## config.mk

```make
export PLATFORM = sky130hd
export DESIGN_NAME = bitband_bridge
export DESIGN_NICKNAME = d
export VERILOG_FILES = /design/src/rtl/bb_pkg.sv /design/src/rtl/bb_decode.sv /design/src/rtl/bb_control.sv /design/src/rtl/bb_datapath.sv /design/src/rtl/bitband_bridge.sv
export SDC_FILE = /design/constraint.sdc
export NUM_CORES = 1
export LEC_CHECK = 0
export BUFFER_PORTS_ARGS = -buffer_cell sky130_fd_sc_hd__clkbuf_2
export CORE_ASPECT_RATIO = 1.5
export CORE_MARGIN = 5
export CORE_UTILIZATION = 35
export CTS_CLUSTER_DIAMETER = 60
export DETAILED_ROUTE_END_ITERATION = 10
export SLEW_MARGIN = 20
export SYNTH_ARGS = -nofsm -noshare
export SYNTH_HDL_FRONTEND = slang
export SYNTH_SLANG_ARGS = --single-unit
```

## constraint.sdc

```tcl
create_clock -name clk -period 2.34 [get_ports clk]
set_input_delay 0.351 -clock clk [delete_from_list [all_inputs] [get_ports clk]]
set_output_delay 0.351 -clock clk [all_outputs]
set_load 0.01 [all_outputs]
```

## src/rtl/bb_pkg.sv

```systemverilog
package bb_pkg;

  typedef enum logic [1:0] {
    ST_IDLE,
    ST_READ,
    ST_MODIFY_WRITE,
    ST_RESP
  } bb_state_t;

  // strobes from the sequencer to the datapath
  typedef struct packed {
    logic capture;   // latch the accepted request
    logic memEn;     // memory access this cycle
    logic memWe;     // the access is a write
    logic rspValid;  // response cycle
  } bb_strobe_t;

endpackage

```

## src/rtl/bb_decode.sv

```systemverilog
module bb_decode #(
  parameter int ADDR_W = 32,
  parameter int DATA_W = 32,
  parameter int MEM_AW = 8,
  parameter logic [ADDR_W-1:0] ALIAS_BASE  = 32'h2200_0000,
  parameter logic [ADDR_W-1:0] REGION_BASE = 32'h2000_0000
) (
  input  logic [ADDR_W-1:0]          addr,
  output logic                       isAlias,
  output logic [MEM_AW-1:0]          wordIdx,
  output logic [$clog2(DATA_W)-1:0]  bitIdx
);
  localparam int BIT_W     = $clog2(DATA_W);
  localparam int LANE_SH   = $clog2(DATA_W / 8);
  localparam int ALIAS_SH  = BIT_W + LANE_SH;
  localparam int SPAN_BITS = MEM_AW + ALIAS_SH;

  logic [ADDR_W-1:0] aliasOff;
  logic [ADDR_W-1:0] regionOff;

  assign aliasOff  = addr - ALIAS_BASE;
  assign regionOff = addr - REGION_BASE;

  // window test: offset below the alias span
  assign isAlias = (aliasOff[ADDR_W-1:SPAN_BITS] == '0);

  always_comb begin
    if (isAlias) begin
      wordIdx = aliasOff[SPAN_BITS-1:ALIAS_SH];
    end else begin
      wordIdx = regionOff[MEM_AW+LANE_SH-1:LANE_SH];
    end
  end

  assign bitIdx = aliasOff[ALIAS_SH-1:LANE_SH];

  logic unusedBits;
  assign unusedBits = ^{aliasOff[LANE_SH-1:0], regionOff[ADDR_W-1:MEM_AW+LANE_SH],
                        regionOff[LANE_SH-1:0]};

endmodule

```

## src/rtl/bb_control.sv

```systemverilog
module bb_control
  import bb_pkg::*;
(
  input  logic       clk,
  input  logic       rstN,
  input  logic       reqValid,
  input  logic       reqWrite,
  input  logic       reqIsAlias,
  input  logic       pendWrite,
  output logic       reqReady,
  output bb_strobe_t strobe
);
  bb_state_t stateQ, stateD;

  always_ff @(posedge clk or negedge rstN) begin
    if (!rstN) begin
      stateQ <= ST_IDLE;
    end else begin
      stateQ <= stateD;
    end
  end

  always_comb begin
    stateD = stateQ;
    strobe = '0;
    unique case (stateQ)
      ST_IDLE: begin
        if (reqValid) begin
          strobe.capture = 1'b1;
          // a plain write needs no read first
          stateD = (reqWrite && !reqIsAlias) ? ST_MODIFY_WRITE : ST_READ;
        end
      end
      ST_READ: begin
        strobe.memEn = 1'b1;
        stateD = pendWrite ? ST_MODIFY_WRITE : ST_RESP;
      end
      ST_MODIFY_WRITE: begin
        strobe.memEn = 1'b1;
        strobe.memWe = 1'b1;
        stateD = ST_RESP;
      end
      ST_RESP: begin
        strobe.rspValid = 1'b1;
        stateD = ST_IDLE;
      end
      default: stateD = ST_IDLE;
    endcase
  end

  assign reqReady = (stateQ == ST_IDLE);

endmodule

```

## src/rtl/bb_datapath.sv

```systemverilog
module bb_datapath
  import bb_pkg::*;
#(
  parameter int DATA_W = 32,
  parameter int MEM_AW = 8,
  localparam int BIT_W = $clog2(DATA_W)
) (
  input  logic               clk,
  input  logic               rstN,
  input  bb_strobe_t         strobe,
  input  logic               inAlias,
  input  logic               inWrite,
  input  logic [MEM_AW-1:0]  inWord,
  input  logic [BIT_W-1:0]   inBit,
  input  logic [DATA_W-1:0]  inWdata,
  input  logic [DATA_W-1:0]  memRdata,
  output logic               pendWrite,
  output logic [MEM_AW-1:0]  memAddr,
  output logic [DATA_W-1:0]  memWdata,
  output logic [DATA_W-1:0]  rspRdata
);
  logic               aliasQ;
  logic               writeQ;
  logic [MEM_AW-1:0]  wordQ;
  logic [BIT_W-1:0]   bitQ;
  logic [DATA_W-1:0]  wdataQ;
  logic [DATA_W-1:0]  mergedWord;
  logic [DATA_W-1:0]  bitSel;

  always_ff @(posedge clk or negedge rstN) begin
    if (!rstN) begin
      aliasQ <= 1'b0;
      writeQ <= 1'b0;
      wordQ  <= '0;
      bitQ   <= '0;
      wdataQ <= '0;
    end else if (strobe.capture) begin
      aliasQ <= inAlias;
      writeQ <= inWrite;
      wordQ  <= inWord;
      bitQ   <= inBit;
      wdataQ <= inWdata;
    end
  end

  // per-bit merge and select
  for (genvar i = 0; i < DATA_W; i++) begin : g_lane
    assign bitSel[i]     = (bitQ == BIT_W'(i));
    assign mergedWord[i] = bitSel[i] ? wdataQ[0] : memRdata[i];
  end

  assign pendWrite = writeQ;
  assign memAddr   = wordQ;
  assign memWdata  = aliasQ ? mergedWord : wdataQ;

  always_comb begin
    rspRdata = '0;
    if (strobe.rspValid && !writeQ) begin
      if (aliasQ) begin
        rspRdata[0] = |(memRdata & bitSel);
      end else begin
        rspRdata = memRdata;
      end
    end
  end

endmodule

```

## src/rtl/bitband_bridge.sv

```systemverilog
module bitband_bridge
  import bb_pkg::*;
#(
  parameter int ADDR_W = 32,
  parameter int DATA_W = 32,
  parameter int MEM_AW = 8,
  parameter logic [ADDR_W-1:0] ALIAS_BASE  = 32'h2200_0000,
  parameter logic [ADDR_W-1:0] REGION_BASE = 32'h2000_0000
) (
  input  logic              clk,
  input  logic              rstN,
  input  logic              reqValid,
  output logic              reqReady,
  input  logic [ADDR_W-1:0] reqAddr,
  input  logic              reqWrite,
  input  logic [DATA_W-1:0] reqWdata,
  output logic              rspValid,
  output logic [DATA_W-1:0] rspRdata,
  output logic              memEn,
  output logic              memWe,
  output logic [MEM_AW-1:0] memAddr,
  output logic [DATA_W-1:0] memWdata,
  input  logic [DATA_W-1:0] memRdata
);
  localparam int BIT_W = $clog2(DATA_W);

  bb_strobe_t        strobe;
  logic              decAlias;
  logic [MEM_AW-1:0] decWord;
  logic [BIT_W-1:0]  decBit;
  logic              pendWrite;

  bb_decode #(
    .ADDR_W(ADDR_W), .DATA_W(DATA_W), .MEM_AW(MEM_AW),
    .ALIAS_BASE(ALIAS_BASE), .REGION_BASE(REGION_BASE)
  ) u_decode (
    .addr(reqAddr), .isAlias(decAlias), .wordIdx(decWord), .bitIdx(decBit)
  );

  bb_control u_control (
    .clk(clk), .rstN(rstN), .reqValid(reqValid), .reqWrite(reqWrite),
    .reqIsAlias(decAlias), .pendWrite(pendWrite), .reqReady(reqReady),
    .strobe(strobe)
  );

  bb_datapath #(.DATA_W(DATA_W), .MEM_AW(MEM_AW)) u_datapath (
    .clk(clk), .rstN(rstN), .strobe(strobe), .inAlias(decAlias),
    .inWrite(reqWrite), .inWord(decWord), .inBit(decBit), .inWdata(reqWdata),
    .memRdata(memRdata), .pendWrite(pendWrite), .memAddr(memAddr),
    .memWdata(memWdata), .rspRdata(rspRdata)
  );

  assign memEn    = strobe.memEn;
  assign memWe    = strobe.memWe;
  assign rspValid = strobe.rspValid;

endmodule

```

==> flow_summary_export.csv <==
group,metric,value,unit
synthesis,postSynthNetCount,499,
sta,rsz_0062_raised_after_global_routing,"true",
floorplan,top_level_ports,176,
placement,cell_area_reported_after_detailed_placement,4580,um2
floorplan,die_width,91.7,um
setup_path,critPathLaunchType,"register",
pwr,ir_drop,0.621,mV
sta,timing.hold.ws,95.3,ps
drt,final_antenna_net_count,0,
pwr,p_leak,0.00247,uW
placement,setup_slack_after_placement,81.5,ps
sta,fin_crit_sh,1.02,
setup_path,worst_path_dominant_cell_family,"compound AO/OA/AOI/OAI gates",
worst_hold_path,holdCritPathClass,"input pin to asynchronous set/reset pin",
setup_path,path_class,"register to primary output",
flow_run,timing.max_cap.violations,0,
sta,finalMaxSlewViolations,0,
synthesis,ys.warnings.count,0,
floorplan,initial_util,0.360,
synthesis,synthDominantAreaCellType,"sky130_fd_sc_hd__dfrtp_1",
floorplan,die_y,133,um
sta,hold_viol_final,0,
synthesis,yosys_most_used_dff,"sky130_fd_sc_hd__dfrtp_1",
global_routing,global_route_wire_length_before_repair,20100,um
synthesis,netlist_instances,395,
placement,port-buffer-count,173,
clock_network,clkTransAtPathRegs,70,ps
setup_path,path_cells,"buf_12, or4b_4, a21oi_2, a211oi_1, o221a_2, a21oi_2, buf_2",
clock_network,clk-insertion-delay-late,290,ps
setup_path,cpPeakStageDelay,480,ps
sta,timing.clock.skew,5.46,ps
run_status,result_of_the_run,"finished, violations left",
clock_network,cts_tree,"done",
clock_network,numClockSinks,49,
synthesis,async_flop_share,1.00,
sta,final_critical_period,2390,ps
layout,finish.utilization,0.517,
floorplan,coreArea,9740,um2
global_routing,grt_start_max_net_pins,44,
drt,detail_route.vias_per_cell,5.32,
floorplan,die-area,12200,um2
layout,final_layout_size_suffix_gt1_frac,0.511,
clock_network,cts_made_buffers,5,
synthesis,syn_avg_cell_area,8.88,um2
layout,area_growth_syn_to_layout,43.6,%
setup_path,cp_common_cell,"sky130_fd_sc_hd__a21oi_2",
run_status,violations,"negative setup slack",
drt,vias,3680,
pwr,total_power_divided_by_cell_area,1220,nW/um2
layout,antenna_cells_inserted,0,
drt,first_pass_iters,5,
setup_path,critPathRequiredTime,1990,ps
floorplan,rows,44,
setup_path,critical_path_arrival,2040,ps
sta,tightestPinTransition,696,ps
synthesis,yosys-top-cells-area,"sky130_fd_sc_hd__dfrtp_1, sky130_fd_sc_hd__mux2_2, sky130_fd_sc_hd__mux2i_1",
synthesis,post_synth_num_cell_types,51,
sta,fmaxAchievable,418,MHz
layout,finish.instance_area,5030,um2
drt,drt_drc_violations_left,0,
setup_path,critical_path.max_fanout,21,
synthesis,synth_sequential_area_ratio,0.350,
layout,num-nets-final,680,
placement,gpl.final_weighted_congestion,0.925,
sta,relSlewSlack,0.536,
sta,final.setup.worst_slack,-50.5,ps
clock_network,cts_root_buf,"sky130_fd_sc_hd__clkbuf_16",
drt,route.final.wire_length,12700,um
synthesis,synth_enable_flop_cells,0,
sta,setup_viol,1,
global_routing,grt.overflow.total,0,
synthesis,synth_area,3510,um2
clock_network,ctsHtreeMaxLevel,2,
drt,avgRoutedWirePerCell,18.3,um
clock_network,cts-hold-fix-buffers,0,
clock_network,max-clock-path-buffers,2,
global_routing,grt_use_total,0.207,
placement,dp_hpwl,10100,um
setup_path,critPathBufInv,2,
global_routing,grt_antenna_before_repair,0,
drt,initialDrtViolationCount,135,
layout,filler_cell_count,975,
global_routing,first_global_vias,3846,
setup_path,crit_path_top_delay_cell,"sky130_fd_sc_hd__or4b_4",
setup_path,crit_path_end_kind,"primary output",
synthesis,synthDominantCellAreaShare,0.350,
synthesis,synth.ff_latch_count,49,
worst paths after layout:
check / from / to / slack (ps) / cells after the start
worst max-delay path: u_datapath.bitQ[4] / rspRdata[0] / -50 / 7
worst min-delay path: rstN / u_datapath.memAddr[5] / 100 / 1
worst max register to register: u_control.stateQ[0] / u_datapath.wdataQ[6] / 570 / 5
worst min register to register: u_datapath.memAddr[7] / u_datapath.memAddr[7] / 490 / 2
max in group asynchronous: rstN / u_datapath.memAddr[1] / 1660 / 2
min in group clk: reqWdata[7] / u_datapath.wdataQ[7] / 290 / 2
registers in the layout (all words and copies together), names as in the netlist:
name and count:
u_datapath.wdataQ 32, u_datapath.memAddr 8, u_datapath.bitQ 5, u_control.stateQ 2, u_datapath.aliasQ 1, u_datapath.pendWrite 1
cell type report:
cell class              count  area [um2]  share of cell area
well taps                 115         144              0.0286
clock inverters             2        37.5             0.00746
clock buffers               6         139              0.0276
repair buffers            208        1200               0.238
flip-flops and latches     49        1230               0.245
inverters                   6        22.5             0.00447
multi-input cells         306        2260               0.449
layout by cell type, fill, tap and decap left out, drive strengths merged, types with 2 or more instances in the layout:
cell type  synthesis  routed
and3               3       3
o21ai             13      13
nor4               2       2
nand3              5       5
and2              32      32
a31oi              7       7
o221ai             2       2
dfrtp             49      49
nor4bb             2       2
ha                 4       4
nand2             32      32
nor2b              3       3
o32ai              2       2
a21oi             32      32
a41oi              2       2
nand3b             2       2
or3                2       2
inv                6       6
nor3               5       5
nand4              5       5
mux2              42      42
clkbuf            22     174
mux2i             37      37
nor3b              3       3
buf               12      40
nor2              48      48
routing by layer:
metal	track usage	vias to the layer above	part of all wire
met1	0.226	1765	0.38
met2	0.394	127	0.54
met3	0.0369	24	0.055
li1	-	1764	-
met5	0	-	0
met4	0.0702	0	0.027
per-stage QoR:
stage	TNS [ps]	total power (uW)	std cells
after floorplan	0	3540	395
after global placement	0	4800	673
after detailed placement	0	4870	673
after CTS	-28.7	6020	689
after global routing	-453	6580	692
final	-50.5	6150	692
power by group:
part	internal, uW	switching [uW]	total [uW]
Sequential	1280	328	1610
Clock	534	325	859
Combinational	1740	1950	3680
Total	3550	2600	6150
Yosys cell counts (2+ instances only):
library cell	number
sky130_fd_sc_hd__o221ai_1	2
sky130_fd_sc_hd__a41oi_1	2
sky130_fd_sc_hd__o32ai_1	2
sky130_fd_sc_hd__nand4_1	5
sky130_fd_sc_hd__clkbuf_1	22
sky130_fd_sc_hd__o21ai_0	6
sky130_fd_sc_hd__o21ai_1	7
sky130_fd_sc_hd__and2_1	32
sky130_fd_sc_hd__nand2_1	32
sky130_fd_sc_hd__a31oi_1	7
sky130_fd_sc_hd__a21oi_1	32
sky130_fd_sc_hd__mux2_2	42
sky130_fd_sc_hd__buf_2	10
sky130_fd_sc_hd__nand3_1	5
sky130_fd_sc_hd__nor3_1	5
sky130_fd_sc_hd__inv_1	6
sky130_fd_sc_hd__or3_1	2
sky130_fd_sc_hd__ha_1	4
sky130_fd_sc_hd__nor2b_1	3
sky130_fd_sc_hd__and3_1	3
sky130_fd_sc_hd__nand3b_1	2
sky130_fd_sc_hd__nor2_1	48
sky130_fd_sc_hd__nor4bb_1	2
sky130_fd_sc_hd__mux2i_1	37
sky130_fd_sc_hd__nor3b_1	3
sky130_fd_sc_hd__dfrtp_1	49
cells by family after synthesis:
| family | count (synthesis) | synth area share |
|---|---|---|
| and+or+nand+nor | 151 | 0.222 |
| AOI/OAI and AO/OA | 72 | 0.125 |
| DFF | 49 | 0.350 |
| muxes | 79 | 0.241 |
| adders and majority gates | 4 | 0.0143 |
| buffers and inverters | 40 | 0.0485 |
repair_timing:
action / CTS / global route
hold endpoints to repair: 0 / 0
setup buffers: 8 / 3
setup endpoints to repair: 11 / 16
pin swaps: 3 / 8
resized for setup: 21 / 28
gates cloned: 0 / 0
Power figures use the tool's default switching activity.
